### src/rtl/flash_cmd_decoder.sv
module flash_cmd_decoder #(
  parameter int AW = 20,
  parameter int DW = 8,
  parameter int SECT_BITS = 4,
  parameter logic [7:0] MFR_CODE = 8'h01,
  parameter logic [7:0] DEV_CODE = 8'hC4
) (
  input  logic                      clk,
  input  logic                      rst_n,
  input  logic                      wr_en,
  input  logic [AW-1:0]             wr_addr,
  input  logic [DW-1:0]             wr_data,
  input  logic [AW-1:0]             rd_addr,
  input  logic [(1<<SECT_BITS)-1:0] sect_prot,
  output logic                      id_sel,
  output logic [DW-1:0]             id_data,
  output logic                      op_req,
  output logic                      op_erase,
  output logic [AW-1:0]             op_addr,
  output logic [DW-1:0]             op_data,
  input  logic                      op_done,
  output logic                      busy
);
  typedef enum logic [3:0] {
    S_READ, S_U1, S_U2, S_PGM, S_ES, S_EU1, S_EU2,
    S_AUTO, S_BYP, S_BPGM, S_BEX, S_BUSY
  } st_t;

  st_t  state;
  logic byp_ret;

  wire [7:0] cmd    = wr_data[7:0];
  wire       at_555 = wr_addr[10:0] == 11'h555;
  wire       u1_hit = cmd == 8'hAA && at_555;
  wire       u2_hit = cmd == 8'h55 && wr_addr[10:0] == 11'h2AA;
  wire       is_rst = cmd == 8'hF0;

  assign busy   = state == S_BUSY;
  assign id_sel = state == S_AUTO;

  always_comb begin
    id_data = '0;
    case (rd_addr[7:0])
      8'h00: id_data[7:0] = MFR_CODE;
      8'h01: id_data[7:0] = DEV_CODE;
      8'h02: id_data[0]   = sect_prot[rd_addr[AW-1 -: SECT_BITS]];
      default: ;
    endcase
  end

  always_ff @(posedge clk or negedge rst_n) begin
    if (!rst_n) begin
      state    <= S_READ;
      byp_ret  <= 1'b0;
      op_req   <= 1'b0;
      op_erase <= 1'b0;
      op_addr  <= '0;
      op_data  <= '0;
    end else begin
      op_req <= 1'b0;
      if (state == S_BUSY) begin
        if (op_done) state <= byp_ret ? S_BYP : S_READ;
      end else if (wr_en) begin
        case (state)
          S_READ: if (u1_hit) state <= S_U1;
          S_U1:   state <= u2_hit ? S_U2 : S_READ;
          S_U2: begin
            state <= S_READ;
            if (at_555)
              case (cmd)
                8'hA0: state <= S_PGM;
                8'h80: state <= S_ES;
                8'h90: state <= S_AUTO;
                8'h20: state <= S_BYP;
                default: ;
              endcase
          end
          S_PGM, S_BPGM: begin
            if (state == S_PGM && is_rst) state <= S_READ;
            else begin
              state    <= S_BUSY;
              op_req   <= 1'b1;
              op_erase <= 1'b0;
              op_addr  <= wr_addr;
              op_data  <= wr_data;
              byp_ret  <= state == S_BPGM;
            end
          end
          S_ES:  state <= u1_hit ? S_EU1 : S_READ;
          S_EU1: state <= u2_hit ? S_EU2 : S_READ;
          S_EU2: begin
            if (cmd == 8'h10 && at_555) begin
              state    <= S_BUSY;
              op_req   <= 1'b1;
              op_erase <= 1'b1;
              op_addr  <= '0;
              op_data  <= '1;
              byp_ret  <= 1'b0;
            end else state <= S_READ;
          end
          S_AUTO: if (is_rst) state <= S_READ;
          S_BYP: begin
            if (cmd == 8'hA0) state <= S_BPGM;
            else if (cmd == 8'h90) state <= S_BEX;
          end
          S_BEX: state <= (cmd == 8'h00) ? S_READ : S_BYP;
          default: state <= S_READ;
        endcase
      end
    end
  end

  // launch and busy rise together
  assert_req_with_busy_R2: assert property (@(posedge clk) disable iff (!rst_n)
    op_req |-> busy);
  assert_req_single_R3: assert property (@(posedge clk) disable iff (!rst_n)
    op_req |=> !op_req);
  assert_busy_ends_on_done_R4: assert property (@(posedge clk) disable iff (!rst_n)
    $fell(busy) |-> $past(op_done));
  assert_op_held_R5: assert property (@(posedge clk) disable iff (!rst_n)
    (busy && $past(busy)) |-> ($stable(op_addr) && $stable(op_data) && !op_req));
  assert_id_not_busy_R8: assert property (@(posedge clk) disable iff (!rst_n)
    id_sel |-> !busy);
  assert_auto_exit_R9: assert property (@(posedge clk) disable iff (!rst_n)
    $fell(id_sel) |-> ($past(wr_en) && $past(wr_data[7:0]) == 8'hF0));
endmodule

### config.mk
export PLATFORM = sky130hd
export DESIGN_NAME = flash_cmd_decoder
export DESIGN_NICKNAME = d
export VERILOG_FILES = /design/src/rtl/flash_cmd_decoder.sv
export SDC_FILE = /design/constraint.sdc
export NUM_CORES = 1
export LEC_CHECK = 0
export BUFFER_PORTS_ARGS = -buffer_cell sky130_fd_sc_hd__buf_2
export CAP_MARGIN = 40
export CELL_PAD_IN_SITES_DETAIL_PLACEMENT = 0
export CELL_PAD_IN_SITES_GLOBAL_PLACEMENT = 1
export CORE_MARGIN = 3
export CORE_UTILIZATION = 29
export DETAILED_ROUTE_END_ITERATION = 10
export PLACE_DENSITY = 0.76
export SKIP_LAST_GASP = 1
export SLEW_MARGIN = 20
export SYNTH_ARGS = -nofsm -noshare
export SYNTH_HDL_FRONTEND = slang
export SYNTH_SLANG_ARGS = --single-unit
### constraint.sdc
create_clock -name clk -period 1.7 [get_ports clk]
set_clock_uncertainty 0.15 [all_clocks]
set_input_delay 0.085 -clock clk [delete_from_list [all_inputs] [get_ports clk]]
set_output_delay 0.085 -clock clk [all_outputs]
set_load 0.01 [all_outputs]
# Yosys cells after proc, flatten, opt, wreduce, memory -nomap -nowiden
# Cells that the tools add are included.
[totals] regBits=35 inputBits=68 out_inout_bits=40 word_cells=87
[classes] order_cmp=1 eq_ne=29 n_mux=38 bitwise_logic=1 reduce_logical=12
[ops] cell="$mux 4" count=12
[ops] cell="$eq 8x8->1 const B" count=5
[ops] cell="$mux 20" count=2
[ops] cell="$pmux 20 s2" count=1
[ops] cell="$pmux 4 s10" count=1
[ops] cell="$eq 4x3->1 const B" count=4
[ops] cell="$eq 4x4->1 const B" count=4
[ops] cell="$logic_not 8->1" count=2
[ops] cell="$mux 8" count=2
[ops] cell="$pmux 4 s4" count=1
[ops] cell="$pmux 8 s2" count=1
[ops] cell="$eq 11x10->1 const B" count=1
[ops] cell="$eq 11x11->1 const B" count=1
[ops] cell="$reduce_and 5->1" count=2
[ops] cell="$mux 1" count=9
[ops] cell="$eq 4x2->1 const B" count=2
[ops] cell="$eq 8x1->1 const B" count=1
[ops] cell="$eq 8x2->1 const B" count=1
[ops] cell="$eq 8x5->1 const B" count=1
[ops] cell="$eq 8x6->1 const B" count=1
[ops] cell="$eq 8x7->1 const B" count=1
[ops] cell="$pmux 1 s2" count=4
[ops] cell="$mux 7" count=1
[ops] cell="$mux 3" count=2
[ops] cell="13 further kinds" count=19

# Depth between registers and ports, before layout
[logic_depth] depth_word=6 mapped_depth=7

# Worst setup path after synthesis
# No wires, ideal clock.
[synth_path] path_type="register -> register" startpoint="register state[3]" endpoint="register op_addr[9]" arrival_time_ns=1.594 required_ns=1.429 path_slack_ns=-0.165 path_stages_with_launch=7 path_buffers=1 synth_period_minus_slack_ns=1.865 cell_sequence="dfrtp_1 inv_1 nand2_1 o31ai_1 o21ai_4 buf_6 a22o_2"
[synth_via] elab_chain_cells=4 word_cells_on_any_way=12 cone_classes="eq/ne: 6; mux: 1; bitwise: 1; reduce/logical: 4"
[synth_lines] element="from (decl)" line="29" text="st_t state;"
[synth_lines] element="from (signal assigned)" line="62" text="if (op_done) state <= byp_ret ? S_BYP : S_READ;"
[synth_lines] element="from (signal assigned)" line="66" text="S_U1: state <= u2_hit ? S_U2 : S_READ;"
[synth_lines] element="from (signal assigned)" line="89" text="S_ES: state <= u1_hit ? S_EU1 : S_READ;"
[synth_lines] element="$eq 4x2->1 or $eq 4x4->1 (tied branches)" line="64, 79"
[synth_lines] element="$reduce_or 2->1 or $logic_and 1x1->1 (tied branches)" line="64, 79"
[synth_lines] element="$ne 2x2->1 (no line) or $reduce_bool 2->1 (tied branches)"
[synth_lines] element="$reduce_and 5->1 (no line)"
[synth_lines] element="to (signal assigned)" line="84" text="op_addr <= wr_addr;"
[synth_lines] element="to (decl)" line="19" text="output logic [AW-1:0] op_addr,"
# Parallel ways exist; a longest one is shown, timed or not.
# A chain may end at the register's enable or synchronous reset.

# Final worst setup path
[layout_path] startpoint="register state[2]" endpoint="register state[3]"
[layout_via] elab_chain_cells=6 word_cells_on_any_way=24 cone_classes="eq/ne: 15; mux: 4; reduce/logical: 5"
[layout_lines] element="$eq 4x2->1" line="64, 79"
[layout_lines] element="$logic_and 1x1->1" line="79" text="if (state == S_PGM && is_rst) state <= S_READ;"
[layout_lines] element="$mux 4" line="79"
[layout_lines] element="$pmux 4 s10" line="64" text="case (state)"
[layout_lines] element="$mux 4" line="63" text="end else if (wr_en) begin"
[layout_lines] element="$mux 4" line="61" text="if (state == S_BUSY) begin"
# Parallel ways exist; a longest one is shown, timed or not. The select of a mux whose other input is x is not followed.

==> flow_summary.yaml <==
setup_path:
  worst_ep_arrival_time_ns: 1.89
  worstSetupEndpointType: "flop"
  r2r_slack_ns: -0.12
  rr_startpoint: "state[2]$_DFFE_PN0P_"
  r2r_cells: 4
  cp-start-kind: "flop"
  cp.required_ns: 1.77
  path_cells: "buf_6 -> or4_4 -> o311a_1 -> o21ai_2"
  rr_endpoint: "state[3]$_DFFE_PN0P_"
  cpPeakStageDelay_ns: 0.54
  worst-setup-path-type: "flop to flop"
  cpMaxStageDelayCell: "or4_4"
  worst-path-max-fanout: 5
grt:
  antenna_found_initial: 0
  grt_pass1_wl_um: 10300
  grt-ovfl-total: 0
  grt_max_degree: 24
  globalRouteTotalUtil: 0.169
  first_global_vias: 2127
finish:
  synthToLayoutAreaGrowth_pct: 68.9
  fillers: 596
  nets: 408
  postLayoutCellArea_mm2: 0.00333
  diodes: 0
  regArea_um2: 880
  final_cells: 418
  layout-drive-gt1-share: 0.566
  fin_util: 0.516
  multi_input_area_mm2: 0.00111
clock_tree:
  cts_tree: "built"
  clkLatencyLatePin_ns: 0.29
  cts_buffers: 5
  clock_sinks: 35
  cts_max_level: 2
  clockBufferDepth: 2
  clk_root_buffer_cell: "clkbuf_8"
  clkTransAtPathRegs_ns: 0.08
job:
  drv_cap: 0
synthesis:
  avgSynthCellArea_um2: 11.3
  synth-edff-count: 0
  synth_ff_type: "dfrtp_1"
  synth_commonest_cells: "dfrtp_1 (35), a22o_1 (21), nor2_1 (12)"
  synth_area_leaders: "dfrtp_1 (44%), a22o_1 (9.3%), mux4_2 (5.7%), o22a_1 (3.6%), buf_4 (2.7%)"
  synth-async-reset-ratio: 1.00
  syn_area_mm2: 0.00197
  yosysTopAreaCell: "dfrtp_1"
  synth_seq_cells: 35
  synth.distinct_cells: 51
  syn-instance-count: 175
  yosys_warnings: 0
  ys_seq_area_frac: 0.444
  synth.most_common_cell: "dfrtp_1"
  yosysTopAreaCellShare: 0.444
routing:
  dr_total_vias: 2136
  drc: 0
  routed_wl_um: 6380
  viasPerCell: 5.11
  first_pass_iters: 4
  drtIter0Drc: 131
  wl_per_cell_um: 15.3
  postRouteAntennaNets: 0
power:
  cellPowerDensity_mw_per_mm2: 1030
  p_leak_uw: 0.00166
  max-vdd-ir-drop_mv: 0.622
  power_uw: 3430
timing:
  final-max-slew-violation-count: 0
  finalCritPeriodShare: 1.07
  tightest_slew_ns: 0.535
  slew_headroom: 0.644
  layout_min_cycle_time_ns: 1.82
  setup_viol: 34
  fin_ws_ns: -0.122
  tns_ns: -2.56
  hold_violations: 0
  fmax_mhz: 549
  rsz0062_at_grt: "yes"
hold_path:
  min_from: "wr_addr[3]"
  hp-class: "input pin to flop"
  worstHoldEndpoint: "op_addr[3]$_DFFE_PN0P_"
  hold_path_depth: 3
placed_design:
  dp_hpwl_um: 4800
  place_area_mm2: 0.00285
  dp_cells: 382
  gp_congestion: 0.876
  portBuffers: 95
floorplan:
  die_h_um: 88.5
  ioPinCount: 108
  dieArea_mm2: 0.00783
  start_util: 0.306
  die_w_um: 88.5
  coreArea_mm2: 0.00646
  num_rows: 29
run_status:
  status: "finished with violations"
  violations: "setup timing"
-- cell families (layout without fill, tap and decap cells) --
logic type	after synthesis	in the layout	share of synthesized area
multiplexers	5	5	0.0571
buffers and inverters	15	178	0.0545
other	1	4	0.00190
flip-flops	35	35	0.444
AND/OR/NAND/NOR	65	65	0.219
adder cells (fa/ha/maj)	1	1	0.00507
XOR/XNOR	1	1	0.00444
AO/OA/AOI/OAI	52	52	0.214
-- routing by layer --
metal	GRT usage	part of all wire	vias to the layer above
met5	0	0	-
met4	0.0522	0.012	0
met3	0.0493	0.090	7
met2	0.283	0.47	91
met1	0.212	0.42	1036
li1	-	-	1002
-- stage by stage --
| stage | hold WS (ns) | setup WS, ns |
|---|---|---|
| after floorplan | -0.361 | -0.0295 |
| after global placement | -0.0442 | -0.142 |
| after detailed placement | -0.0472 | -0.151 |
| after CTS | 0.00272 | -0.0944 |
| after global routing | 0.0186 | -0.172 |
| final | 0.0121 | -0.122 |
-- worst max-delay path, delay by kind of cell (launching register included) --
kind	cells	cell delay, ns
compound gates	2	0.44
buf+inv	1	0.15
flops	1	0.48
simple gates	1	0.54
-- layout make-up --
type,instances,share of cell area
Clock buffer,5,0.0206
Clock inverter,3,0.0131
Inverter,3,0.00338
Multi-Input combinational cell,128,0.332
Sequential cell,35,0.264
Tap cell,77,0.0289
Timing Repair Buffer,167,0.338
-- report_power, final --
group,total [uW],leakage (uW),internal (uW),switching [uW]
combinational,1410,0.00112,765,645
sequential,1250,0.000482,1080,175
clock,770,0.0000581,437,333
total,3430,0.00166,2280,1150
-- cell usage in the layout, fill, tap and decap left out, drive strengths merged, types with 2 or more instances in the layout --
cell and count:
conb 4, buf 143, o31ai 2, nor2b 3
o21a 2, nor2 12, dlygate4sd3 24, mux4 5
nor3b 3, and4b 2, nand4 3, nand2 9
nor4 3, a22o 22, o21ai 10, clkbuf 5
dfrtp 35, nand3b 2, a21oi 3, o22a 9
clkinv 2, nand2b 3, inv 3, nor3 8
nand3 6
-- worst max-delay path by stage --
stage,from,end,slack (ns),depth (start not counted)
2_1_floorplan,state[3]$_DFFE_PN0P_,state[3]$_DFFE_PN0P_,-0.03,5
3_3_place_gp,state[0]$_DFFE_PN0P_,op_addr[9]$_DFFE_PN0P_,-0.14,6
3_5_place_dp,wr_data[1],op_addr[9]$_DFFE_PN0P_,-0.15,7
4_1_cts,state[3]$_DFFE_PN0P_,op_addr[9]$_DFFE_PN0P_,-0.09,7
5_1_grt,state[2]$_DFFE_PN0P_,op_addr[9]$_DFFE_PN0P_,-0.17,7
6_report,state[2]$_DFFE_PN0P_,state[3]$_DFFE_PN0P_,-0.12,4
-- registers in the layout (all words and copies together), names as in the netlist --
name and count:
byp_ret 1, op_addr 20, op_req 1, op_erase 1
state 4, op_data 8
-- timing repair --
item,4_1_cts,5_1_grt
endpoints found under the setup margin,36,37
pin swaps,2,10
setup buffers,3,1
hold buffers,24,0
gates resized for setup,22,8
hold endpoints to repair,44,0
Power figures use the tool's default switching activity.
